==> src/rtl/mq_clock_divider_pkg.sv <==
package mq_clock_divider_pkg;

  localparam int CFG_W = 16;
  localparam int M_W   = 3;
  localparam int Q_W   = 4;
  localparam int OV_W  = 8;

  // control word field positions
  localparam int M_HI_POS   = 13;
  localparam int M_LO_POS   = 12;
  localparam int M_FINE_POS = 8;
  localparam int Q_MSB      = 11;
  localparam int Q_LSB      = 9;
  localparam int OV_MSB     = 5;
  localparam int OV_LSB     = 3;

  typedef struct packed {
    logic [M_W-1:0]  mDiv;
    logic [Q_W-1:0]  qBase;
    logic            qHalf;
    logic [OV_W-1:0] overRatio;
  } divSet_t;

  typedef struct packed {
    divSet_t set;
    logic    useXtal;
    logic    isMaster;
  } divCtl_t;

  localparam divSet_t RESET_SET = '{mDiv: M_W'(4), qBase: Q_W'(6), qHalf: 1'b0,
                                    overRatio: OV_W'(160)};

  // returns {valid, ratio}
  function automatic logic [M_W:0] decodeM(input logic hi, input logic lo, input logic fine);
    case ({hi, lo})
      2'b00:   decodeM = {1'b1, fine ? M_W'(4) : M_W'(3)};
      2'b11:   decodeM = {1'b1, fine ? M_W'(2) : M_W'(1)};
      default: decodeM = '0;
    endcase
  endfunction

  // returns {half, base}
  function automatic logic [Q_W:0] decodeQ(input logic [2:0] code);
    logic [Q_W-1:0] base;
    base = (code[2] ? Q_W'(4) : Q_W'(5)) + Q_W'(code[1:0]);
    decodeQ = {code[2], base};
  endfunction

  // returns {valid, ratio}
  function automatic logic [OV_W:0] decodeOver(input logic [2:0] code);
    case (code)
      3'b000:  decodeOver = {1'b1, OV_W'(160)};
      3'b001:  decodeOver = {1'b1, OV_W'(192)};
      3'b101:  decodeOver = {1'b1, OV_W'(64)};
      3'b110:  decodeOver = {1'b1, OV_W'(96)};
      3'b111:  decodeOver = {1'b1, OV_W'(128)};
      default: decodeOver = '0;
    endcase
  endfunction

endpackage

==> src/rtl/mq_clock_divider_ctrl.sv <==
module mq_clock_divider_ctrl
  import mq_clock_divider_pkg::*;
(
  input  logic             clk,
  input  logic             rstN,
  input  logic             xtalMode,
  input  logic             masterMode,
  input  logic             cfgWr,
  input  logic [CFG_W-1:0] cfgWord,
  input  logic             frameEnd,
  output divCtl_t          ctl
);

  localparam logic [CFG_W-1:0] USED_MASK =
      (CFG_W'(1) << M_HI_POS) | (CFG_W'(1) << M_LO_POS) | (CFG_W'(1) << M_FINE_POS) |
      (CFG_W'(7) << Q_LSB) | (CFG_W'(7) << OV_LSB);

  divSet_t pendSet;
  divSet_t actSet;
  logic [M_W:0]  mDec;
  logic [Q_W:0]  qDec;
  logic [OV_W:0] ovDec;
  logic          unusedCfg;

  assign unusedCfg = ^(cfgWord & ~USED_MASK);

  always_comb begin
    mDec  = decodeM(cfgWord[M_HI_POS], cfgWord[M_LO_POS], cfgWord[M_FINE_POS]);
    qDec  = decodeQ(cfgWord[Q_MSB:Q_LSB]);
    ovDec = decodeOver(cfgWord[OV_MSB:OV_LSB]);
  end

  // staged setting: reserved M / OVER codes keep what was there
  always_ff @(posedge clk or negedge rstN) begin
    if (!rstN) begin
      pendSet <= RESET_SET;
    end else if (cfgWr) begin
      if (mDec[M_W])   pendSet.mDiv      <= mDec[M_W-1:0];
      if (ovDec[OV_W]) pendSet.overRatio <= ovDec[OV_W-1:0];
      pendSet.qHalf <= qDec[Q_W];
      pendSet.qBase <= qDec[Q_W-1:0];
    end
  end

  // running setting changes only on a frame boundary
  always_ff @(posedge clk or negedge rstN) begin
    if (!rstN)         actSet <= RESET_SET;
    else if (frameEnd) actSet <= pendSet;
  end

  assign ctl.set      = actSet;
  assign ctl.useXtal  = xtalMode;
  assign ctl.isMaster = masterMode;


  cfg_hold_chk: assert property (@(posedge clk) disable iff (!rstN)
    !frameEnd |=> $stable(actSet));

  always_comb begin
    if (rstN) begin

      m_legal_chk: assert (actSet.mDiv inside {M_W'(1), M_W'(2), M_W'(3), M_W'(4)})
        else $error("running M ratio outside decoded set");

      over_legal_chk: assert (actSet.overRatio inside {OV_W'(64), OV_W'(96), OV_W'(128),
                                                       OV_W'(160), OV_W'(192)})
        else $error("running OVER ratio outside decoded set");
    end
  end

endmodule

==> src/rtl/mq_clock_divider_dp.sv <==
module mq_clock_divider_dp
  import mq_clock_divider_pkg::*;
(
  input  logic    clk,
  input  logic    rstN,
  input  divCtl_t ctl,
  input  logic    extFsync,
  output logic    oclkEn,
  output logic    fsyncEn,
  output logic    fsErr,
  output logic    frameEnd
);

  localparam int SC_W = OV_W + 1;
  localparam logic [SC_W-1:0] SC_MAX = '1;

  logic [M_W-1:0]  mCnt;
  logic [Q_W-1:0]  qCnt;
  logic            qPhase;
  logic [SC_W-1:0] frmCnt;
  logic            armed;
  logic [Q_W-1:0]  qLen;
  logic            mTick;
  logic            qTick;
  logic            lastSlot;
  logic [SC_W-1:0] measured;
  logic [SC_W-1:0] overExt;

  assign overExt  = SC_W'(ctl.set.overRatio);
  assign qLen     = ctl.set.qBase + Q_W'(ctl.set.qHalf & qPhase);
  assign mTick    = (mCnt == ctl.set.mDiv - M_W'(1));
  assign qTick    = mTick && (qCnt == qLen - Q_W'(1));
  assign oclkEn   = ctl.useXtal ? qTick : 1'b1;
  assign lastSlot = (frmCnt >= overExt - SC_W'(1));
  assign fsyncEn  = ctl.isMaster && oclkEn && lastSlot;
  assign frameEnd = ctl.isMaster ? fsyncEn : extFsync;
  assign measured = frmCnt + SC_W'(oclkEn);

  // prescaler M and fractional stage Q
  always_ff @(posedge clk or negedge rstN) begin
    if (!rstN) begin
      mCnt   <= '0;
      qCnt   <= '0;
      qPhase <= 1'b0;
    end else if (!ctl.useXtal || frameEnd) begin
      mCnt   <= '0;
      qCnt   <= '0;
      qPhase <= 1'b0;
    end else begin
      mCnt <= mTick ? '0 : mCnt + M_W'(1);
      if (qTick) begin
        qCnt   <= '0;
        qPhase <= ctl.set.qHalf & ~qPhase;
      end else if (mTick) begin
        qCnt <= qCnt + Q_W'(1);
      end
    end
  end

  // oversampling stage: shift clocks since last frame boundary
  always_ff @(posedge clk or negedge rstN) begin
    if (!rstN)                          frmCnt <= '0;
    else if (frameEnd)                  frmCnt <= '0;
    else if (oclkEn && frmCnt != SC_MAX) frmCnt <= frmCnt + SC_W'(1);
  end

  // slave-mode spacing check
  always_ff @(posedge clk or negedge rstN) begin
    if (!rstN) begin
      armed <= 1'b0;
      fsErr <= 1'b0;
    end else begin
      fsErr <= !ctl.isMaster && extFsync && armed && (measured != overExt);
      if (ctl.isMaster) armed <= 1'b0;
      else if (extFsync) armed <= 1'b1;
    end
  end


  frame_restart_chk: assert property (@(posedge clk) disable iff (!rstN)
    fsyncEn |=> (frmCnt == '0));


  m_range_chk: assert property (@(posedge clk) disable iff (!rstN)
    mCnt < ctl.set.mDiv);


  q_range_chk: assert property (@(posedge clk) disable iff (!rstN)
    qCnt < qLen);


  err_cause_chk: assert property (@(posedge clk) disable iff (!rstN)
    fsErr |-> ($past(extFsync) && !$past(ctl.isMaster)));

endmodule

==> src/rtl/mq_clock_divider.sv <==
module mq_clock_divider
  import mq_clock_divider_pkg::*;
(
  input  logic             clk,
  input  logic             rstN,
  input  logic             xtalMode,
  input  logic             masterMode,
  input  logic             cfgWr,
  input  logic [CFG_W-1:0] cfgWord,
  input  logic             extFsync,
  output logic             oclkEn,
  output logic             fsyncEn,
  output logic             fsErr
);

  divCtl_t ctl;
  logic    frameEnd;

  mq_clock_divider_ctrl u_ctrl (
    .clk        (clk),
    .rstN       (rstN),
    .xtalMode   (xtalMode),
    .masterMode (masterMode),
    .cfgWr      (cfgWr),
    .cfgWord    (cfgWord),
    .frameEnd   (frameEnd),
    .ctl        (ctl)
  );

  mq_clock_divider_dp u_dp (
    .clk      (clk),
    .rstN     (rstN),
    .ctl      (ctl),
    .extFsync (extFsync),
    .oclkEn   (oclkEn),
    .fsyncEn  (fsyncEn),
    .fsErr    (fsErr),
    .frameEnd (frameEnd)
  );

endmodule

==> config.mk <==
export PLATFORM = sky130hd
export DESIGN_NAME = mq_clock_divider
export DESIGN_NICKNAME = d
export VERILOG_FILES = /design/src/rtl/mq_clock_divider_pkg.sv /design/src/rtl/mq_clock_divider_ctrl.sv /design/src/rtl/mq_clock_divider_dp.sv /design/src/rtl/mq_clock_divider.sv
export SDC_FILE = /design/constraint.sdc
export NUM_CORES = 1
export LEC_CHECK = 0
export ABC_AREA = 1
export ABC_CLOCK_PERIOD_IN_PS = 2400
export BUFFER_PORTS_ARGS = -buffer_cell sky130_fd_sc_hd__buf_2
export CAP_MARGIN = 10
export CORE_AREA = 2 2 72 74
export CTS_BUF_LIST = sky130_fd_sc_hd__clkbuf_16
export DETAILED_ROUTE_END_ITERATION = 6
export DIE_AREA = 0 0 74 76
export MAX_ROUTING_LAYER = met4
export PLACE_DENSITY_LB_ADDON = 0.25
export SYNTH_ARGS = -nofsm -noshare
export SYNTH_HDL_FRONTEND = slang
export SYNTH_SLANG_ARGS = --single-unit
==> constraint.sdc <==
create_clock -name clk -period 2.4 [get_ports clk]
set_input_delay 0.48 -clock clk [delete_from_list [all_inputs] [get_ports clk]]
set_output_delay 0.48 -clock clk [all_outputs]
set_load 0.05 [all_outputs]
-- Yosys cells after proc, flatten, opt, wreduce, memory -nomap -nowiden
Index checks and enable logic that the tools add are counted.
- input bits: 22
- word-level logic and storage cells: 72
- bits in registers: 51
- $add $sub $neg: 9
- mux-type cells: 18
- bitwise logic cells: 3
- eq/ne operators: 9
- reduce and logical (&&, ||, !) cells: 18
- magnitude comparators: 1
- operators by type and width (cell ; number):
    $pmux W9 S5 ; 1
    $mux W9 ; 2
    $mux W4 ; 3
    $add A9 B1 Y9 ; 1
    $add A9 B1 Y9 const B ; 1
    $eq A3 B3 Y1 const B ; 3
    $ge A9 B9 Y1 ; 1
    $mux W3 ; 3
    $ne A9 B8 Y1 ; 1
    $ne A9 B9 Y1 const B ; 1
    $sub A8 B1 Y9 const B ; 1
    $pmux W4 S2 ; 1
    $logic_and A1 B1 Y1 ; 7
    $mux W1 ; 7
    $reduce_bool A2 Y1 ; 3
    $add A4 B1 Y4 const B ; 1
    $add A4 B2 Y4 ; 1
    $add A4 B4 Y4 ; 1
    $eq A4 B4 Y1 ; 1
    $reduce_and A2 Y1 ; 2
    $sub A4 B1 Y4 const B ; 1
    $add A3 B1 Y3 const B ; 1
    $eq A3 B1 Y1 const B ; 1
    $eq A3 B3 Y1 ; 1
    other kinds (10) ; 12

-- Logic depth before layout (Yosys ltp)
Gate-level depths: netlist of the first run.
- depth after elaboration: 11
- depth in mapped cells: 19

-- Cells and area by module
Synthesis of the first run repeated with hierarchy kept, for this count alone.
- cells, all modules: 359
- area total of the unflattened synthesis: 2900.3 um^2
- by module, submodules not included (module ; times used ; sequential area each (um^2) ; cells an instance ; area each (um^2)):
    mq_clock_divider_dp ; 1 ; 475.5 ; 259 ; 1851.8
    mq_clock_divider_ctrl ; 1 ; 563.0 ; 100 ; 1048.5

-- Least setup slack after synthesis of the first run
OpenSTA, ideal clock, no wires.
- path type: register to register
- start point: reg u_dp.qPhase
- end point: reg u_dp.fsErr
- path slack: -0.198 ns
- data arrival time: 2.476 ns
- clock period less this slack: 2.598 ns
- setup time: 0.122 ns
- cell stages (with the launch flop): 18
- path through: dfrtp_1 -> nand2_1 -> ha_1 -> ha_1 -> nand2_1 -> inv_1 -> nor2_1 -> nand2_1 -> nor2_2 -> nand3_4 -> nand2_4 -> ha_1 -> ha_1 -> nand3_1 -> nor2_1 -> xnor2_1 -> and3_1 -> a21oi_1
- cells in the longest elaborated chain, start to end: 9
- ends and longest elaborated chain (what ; line ; text):
    start: declaration ; mq_clock_divider_dp.sv:19 ; logic qPhase;
    start signal: assignment ; mq_clock_divider_dp.sv:53 ; qPhase <= ctl.set.qHalf & ~qPhase;
    $and A1 B1 Y1 ; mq_clock_divider_dp.sv:30 ; assign qLen = ctl.set.qBase + Q_W'(ctl.set.qHalf & qPhase);
    $add A4 B4 Y4 ; mq_clock_divider_dp.sv:30 ;
    $sub A4 B1 Y4 ; mq_clock_divider_dp.sv:32 ; assign qTick = mTick && (qCnt == qLen - Q_W'(1));
    $eq A4 B4 Y1 ; mq_clock_divider_dp.sv:32 ;
    $logic_and A1 B1 Y1 ; mq_clock_divider_dp.sv:32 ;
    $mux W1 ; mq_clock_divider_dp.sv:33 ; assign oclkEn = ctl.useXtal ? qTick : 1'b1;
    via oclkEn ; mq_clock_divider.sv:11 ; output logic oclkEn,
    $add A9 B1 Y9 ; mq_clock_divider_dp.sv:37 ; assign measured = frmCnt + SC_W'(oclkEn);
    $ne A9 B8 Y1 ; mq_clock_divider_dp.sv:73 ; fsErr <= !ctl.isMaster && extFsync && armed && (measured != overExt);
    $logic_and A1 B1 Y1 ; mq_clock_divider_dp.sv:73 ;
    end signal: assignment ; mq_clock_divider_dp.sv:73 ;
    end: declaration ; mq_clock_divider_dp.sv:10 ; output logic fsErr,
The timed path passes the listed nets, and every way through them passes these cells.
A chain may end at the register's enable or synchronous reset.

-- Worst setup path after layout of the first run
- start point: reg u_ctrl.actSet (netlist bit u_ctrl.ctl[7])
- end point: out fsyncEn
- cells in the longest elaborated chain, start to end: 3
- ends and longest elaborated chain (what ; line ; text):
    start: declaration ; mq_clock_divider_ctrl.sv:19 ; divSet_t actSet;
    start signal: assignment ; mq_clock_divider_ctrl.sv:48 ; else if (frameEnd) actSet <= pendSet;
    $sub A8 B1 Y9 ; mq_clock_divider_dp.sv:34 ; assign lastSlot = (frmCnt >= overExt - SC_W'(1));
    $ge A9 B9 Y1 ; mq_clock_divider_dp.sv:34 ;
    $logic_and A1 B1 Y1 ; mq_clock_divider_dp.sv:35 ; assign fsyncEn = ctl.isMaster && oclkEn && lastSlot;
    end: declaration ; mq_clock_divider.sv:12 ; output logic fsyncEn,
Every way passes these cells.

==> qor.txt, run 1 <==
Status: finished with violations
Failing checks: setup timing
Root buffer cell: clkbuf_16
Syn nets: 353
Max-cap violations: 0
Final Non-Filler Cells: 426
Post-synth cell types: 37
CTS Hold Buffers Added: 0
Tightest Hold Check Type: input port to async pin
DPL Wire Length: 3530 um
Mux share of post-synthesis cell area: 0%
Design area: 0.003128 mm^2
CTS Buffer Depth: 2
Inst Count DP: 412
Critical Path Source Type: register
Row count: 26
XOR/XNOR share of the synthesized area: 5.211%
Sinks on Clock Net: 41
First DRT Iteration DRCs: 119
Chip height: 76 um
Synth Area in Simple Gates: 26.40%
Max-slew violations: 0
DRT Pass-1 Iters: 4
IO Pins: 25
PwrDens: 634.2 mW/mm^2
Setup crit end kind: output pin
Unrepaired setup endpoints after global routing: true
Avg Vias per Cell: 4.979
TritonCTS Buffers: 5
Final nets: 395
Htree depth: 2
Routed Antenna Nets: 0
Maximum fanout along the worst path: 2
Die area: 0.005624 mm^2
Core area: 0.004912 mm^2
Crit path kind: register to output pin
Mean post-synth cell area: 8.055 um^2
Final period utilization: 109.0%
Synthesized cell area: 0.002521 mm^2
Starting Density: 51.32%
Relative slew slack: 45.93%
Data required, critical path: 1920 ps
Skew-Pair Late Insertion Delay: 280 ps
Post-Route WL: 5110 um
Least-Margin Pin Slew: 811.1 ps
Final setup skew: 9.011 ps
Final Critical Period: 2616 ps
Share of layout cells above drive strength 1: 25.00%
Die Wd: 74 um
WL/cell: 12.00 um
Sequential area share after synthesis: 41.19%
Initial antenna violation count: 0
Ant. Diodes: 0
Area Growth Syn to Fin: 24.07%
CP arrival: 2140 ps
Most frequent cells in the layout: nand2_1 (77), inv_1 (43), dfrtp_1 (31), nor2_1 (28)
Vias in the first global route: 2027
Dpl cell area: 0.002824 mm^2
Commonest non-fill, non-tap cell in the layout: nand2_1
Overflow after GRT: 0
Final hold violation count: 0
FILL cells: 418
GPL Wtd Cong: 0.8803
Adder-cell share of the synthesized area: 8.933%
Cells after Synth: 313
Max Clk Rate: 0.3823 GHz
DR vias: 2121
Number of remaining DRC errors: 0
Gr usage total: 20.24%
Total Neg Setup Slack: -303.1 ps
VDD IR-drop max: 0.4388 mV
CTS tree: done
Main combinational cell family by area after synthesis: simple AND/OR/NAND/NOR gates
I/O Buffers: 17
Worst-path clk slew: 60 ps
Final setup violating endpoints: 3
Largest net degree at the start of global routing: 36
Leakage: 1.549 nW
Tot Pwr: 1.984 mW
Worst hold slack: 297.3 ps
First-pass GRT wire length: 8852 um
PnR worst setup slack: -215.7 ps
Compound-cell area share of the yosys netlist: 9.926%
Ys Warns: 0
Flops & latches, synth: 41
-- kinds of logic (layout without fill, tap and decap cells) --
logic type                 Yosys count  in the layout
adders and majority gates           18             18
and+or+nand+nor                    148            149
AOI/OAI and AO/OA                   40             40
DFF                                 41             41
buffers and inverters               51             93
xor gates and xnor gates            15             15
-- what timing repair did --
item,4_1_cts,5_1_grt
pin swaps,6,4
endpoints found under the hold margin,0,0
cloned,0,2
setup endpoints to repair,4,18
gates resized for setup,18,5
setup buffers,2,3
-- where the power goes --
part	switching, mW	leakage (nW)	total, mW	internal (mW)
clock network	0.258	0.0748	0.635	0.378
registers	0.0578	0.514	0.839	0.781
logic	0.273	0.960	0.510	0.237
total	0.588	1.55	1.98	1.40
-- metal layers --
metal  track usage (%)  vias up  wire, um
met3             3.968        2       199
met4             4.909        0        23
li1                  -     1094         -
met5                 -        -         0
met2             32.05       43      2457
met1             26.70      982      2429
-- layout make-up --
type	count	area, um^2	area share, %
Multi-Input combinational cell	222	1386	44.32
Clock inverter	3	13.76	0.4400
Tap cell	70	87.58	2.800
Inverter	48	183.9	5.880
Clock buffer	5	125.1	4.000
Sequential cell	41	1039	33.20
Timing Repair Buffer	37	292.8	9.360
-- synth_stat cells --
library cell	n	area share [%]
nand3b_1	1	0.30
clkinv_1	1	0.15
nor2_4	1	0.45
nand2_4	2	0.89
dfstp_2	10	10
nor2_1	31	4.6
o2111ai_1	1	0.35
o21bai_1	1	0.30
nand3_1	18	3.6
nand4_1	7	1.7
ha_1	18	8.9
inv_2	1	0.15
buf_6	1	0.45
xor2_1	10	3.5
xnor2_1	5	1.7
o21a_1	1	0.30
o21ai_2	7	2.4
a31oi_1	1	0.25
o211ai_1	2	0.60
nand3_4	1	0.69
a21oi_2	1	0.35
nor2_2	1	0.25
and3_1	1	0.25
nand2_8	1	0.79
nor3_1	3	0.60
o22ai_1	2	0.50
a21oi_1	11	2.2
clkbuf_1	1	0.15
or2_2	1	0.25
buf_8	1	0.60
nor4_1	1	0.25
o21ai_1	1	0.20
dfrtp_1	31	31
nand2_1	79	12
a211oi_1	1	0.30
inv_1	46	6.8
o21ai_0	11	2.2
-- critical path, stage by stage (launching register included) --
cell and delay, ps:
dfstp_2 530, inv_2 50, ha_4 160, xnor2_2 120
ha_1 280, nand2_2 60, o21a_1 190, a21oi_2 190
nand2_4 70, clkinvlp_4 70, buf_8 140
-- sequential cells by signal, summed over array words and instances, names as in the netlist --
name and count:
u_dp.qCnt 4, u_dp.mCnt 3, u_dp.qPhase 1, u_dp.armed 1, u_ctrl.pendSet 11, u_dp.frmCnt 9, u_ctrl.ctl 11, u_dp.fsErr 1
-- worst paths after layout --
check	start	endpoint	slack, ps	depth (start not counted)
min in group clk	cfgWord[3]	u_ctrl.pendSet[5]	390	2
hold / removal	rstN	u_dp.frmCnt[2]	300	1
hold reg to reg	u_ctrl.pendSet[10]	u_ctrl.pendSet[10]	470	2
setup reg to reg	u_ctrl.ctl[10]	u_dp.fsErr	-80	18
setup / recovery	u_ctrl.ctl[7]	fsyncEn	-220	10
max in group asynchronous	rstN	u_ctrl.ctl[9]	1430	2
-- metrics by stage --
step | worst slack, ps | util, %
after detailed placement | -175.1 | 57.49
after floorplan | -87.67 | -
after CTS | -209.5 | 62.25
after global placement | -136.3 | 57.49
after global routing | -295.5 | 63.68
final | -215.7 | 63.68
(Power assumes the default switching activity.)
==> run 2, diff against run 1 <==
--- a/config.mk
+++ b/config.mk
@@ -15,6 +15,7 @@
 export DIE_AREA = 0 0 74 76
 export MAX_ROUTING_LAYER = met4
 export PLACE_DENSITY_LB_ADDON = 0.25
+export SETUP_SLACK_MARGIN = 0.3
 export SYNTH_ARGS = -nofsm -noshare
 export SYNTH_HDL_FRONTEND = slang
 export SYNTH_SLANG_ARGS = --single-unit
==> qor.txt, run 2 (same netlist as run 1, synthesis figures left out) <==
Relative slew slack: 42.11% (-3.8 points)
Switching share of total power: 31.01% (+1.4 points)
WL/cell: 13.29 um (+11%)
Final Critical Period: 2625 ps (+9.090 ps)
DR top layer: met4
Max-slew violations: 0 (unchanged)
Final setup violating endpoints: 3 (unchanged)
Final nets: 395 (unchanged)
Vias in the first global route: 2236 (+10%)
First-pass GRT wire length: 9570 um (+8.1%)
Sinks on Clock Net: 41 (unchanged)
Worst-path clk slew: 60 ps (about the same)
Critical Path Source Type: register
Final setup skew: 7.351 ps (-1.660 ps)
Root buffer cell: clkbuf_16
Avg Vias per Cell: 5.134 (+3.1%)
CTS tree: done
Htree depth: 2 (unchanged)
Int Power: 1.399 mW (+0.24%)
Leakage: 1.642 nW (+6.0%)
Post-Route WL: 5663 um (+11%)
Tightest Hold Check Type: input port to async pin
Clock power frac: 31.8% (-0.2 points)
First DRT Iteration DRCs: 169 (+42%)
Number of remaining DRC errors: 0 (unchanged)
DR vias: 2187 (+3.1%)
Max-cap violations: 0 (unchanged)
Comb pwr share: 26.4% (+0.7 points)
Routed Antenna Nets: 0 (unchanged)
GPL Wtd Cong: 0.8358 (-5.1%)
Max Clk Rate: 0.3810 GHz (-0.35%)
I/O Buffers: 17 (unchanged)
Maximum fanout along the worst path: 2 (unchanged)
Starting Density: 51.32% (unchanged)
Largest net degree at the start of global routing: 40 (+11%)
Die area: 0.005624 mm^2 (unchanged)
Ant. Diodes: 0 (unchanged)
Sequential power share: 41.8% (-0.5 points)
Utilization after layout: 66.79% (+3.1 points)
Core area: 0.004912 mm^2 (unchanged)
Commonest non-fill, non-tap cell in the layout: nand2_1
Setup crit end kind: output pin
PnR worst setup slack: -224.8 ps (-9.090 ps)
Met2 wire length: 3000 um (+22%)
Share of layout cells above drive strength 1: 29.21% (+4.2 points)
Final period utilization: 109.4% (+0.38 points)
Skew-Pair Late Insertion Delay: 290 ps (about the same)
Status: finished with violations
VDD IR-drop max: 0.4166 mV (-5.1%)
Area Growth Syn to Fin: 30.12%
Least-Margin Pin Slew: 868.3 ps (+57.22 ps)
Register area: 0.001039 mm^2 (unchanged)
Unrepaired setup endpoints after global routing: true
DRT Pass-1 Iters: 4 (unchanged)
CP arrival: 2140 ps (about the same)
Wire length on met1: 2345 um (-3.5%)
Overflow after GRT: 0 (unchanged)
Switching power: 628.9 uW (+7.0%)
FILL cells: 401 (-4.1%)
Chip height: 76 um (unchanged)
Row count: 26 (unchanged)
Gr usage total: 22.68% (+2.4 points)
Met3 routed WL: 173 um (-13%)
Final hold violation count: 0 (unchanged)
Multi-input logic area: 0.001536 mm^2 (+11%)
Data required, critical path: 1920 ps (about the same)
Initial antenna violation count: 0 (unchanged)
Crit path kind: register to output pin
Die Wd: 74 um (unchanged)
Most frequent cells in the layout: nand2_1 (66), inv_1 (42), dfrtp_1 (31), nor2_1 (28)
TritonCTS Buffers: 5 (unchanged)
Pre-CTS setup slack: -76.22 ps (+98.84 ps)
DPL Wire Length: 3868 um (+9.6%)
IO Pins: 25 (unchanged)
PwrDens: 618.1 mW/mm^2 (-2.5%)
Failing checks: setup timing
CTS Hold Buffers Added: 0 (unchanged)
CTS Buffer Depth: 2 (unchanged)
-- run 2: cell types whose count changed in the layout (fill, tap and decap cells not counted), sizes merged --
cell,change
buf,-2
nand2,+2
clkinvlp,+1
clkinv,-1
-- run 2: layer usage --
metal | vias up | track usage, %
met5 | - | -
met4 | 0 | 8.364
met3 | 13 | 4.630
met2 | 34 | 38.84
met1 | 1043 | 25.65
li1 | 1097 | -
-- run 2: final timing paths --
check / startpoint / to / slack (ps) / cells after the start
min reg2reg: u_ctrl.pendSet[5] / u_ctrl.ctl[7] / 480 / 2
min: rstN / u_dp.frmCnt[2] / 300 / 1
max in group asynchronous: rstN / u_ctrl.ctl[12] / 1420 / 2
max reg2reg: u_ctrl.ctl[10] / u_dp.fsErr / -170 / 16
min in group clk: cfgWord[3] / u_ctrl.pendSet[5] / 390 / 2
max: u_ctrl.ctl[7] / fsyncEn / -220 / 10
-- run 2: what timing repair did --
action / CTS / global route
pin swaps: 3 / 4
setup endpoints to repair: 24 / 26
setup buffers: 1 / 1
cloned: 3 / 1
gates resized for setup: 12 / 35
-- run 2: layout make-up --
class	instances	area share (%)
clock inverter	3	0.4577
multi-input combinational	224	46.83
timing repair buffer	35	8.734
tap	70	2.670
sequential	41	31.66
clock buffer	5	3.814
inverter	48	5.835
-- run 2: worst max-delay path: stages (launching register included) --
cell and delay (ps):
dfstp_2 540, inv_2 50, ha_4 150, xnor2_1 120
ha_1 280, nand2_2 50, o21a_1 180, a21oi_2 190
nand2_4 80, clkinvlp_4 80, buf_8 130
-- run 2: power groups by stage --
stage          sequential [mW]  combinational [mW]  clock (mW)
2_1_floorplan            0.842               0.347           0
3_3_place_gp             0.844               0.465           0
3_5_place_dp             0.847               0.486           0
4_1_cts                  0.837               0.509       0.654
5_1_grt                  0.857               0.607       0.689
6_report                 0.847               0.536       0.645
-- run 2: metrics by stage --
stage	instance area (um^2)	TNS [ps]	instances	hold WS, ps	power (mW)
6_report	3281	-476.3	426	304.2	2.028
5_1_grt	3281	-1122	426	396.4	2.154
4_1_cts	3119	-515.7	424	342.9	2.001
3_5_place_dp	2887	-76.22	412	459.5	1.333
3_3_place_gp	2887	-19.41	412	453.0	1.309
2_1_floorplan	2631	0	313	184.4	1.189
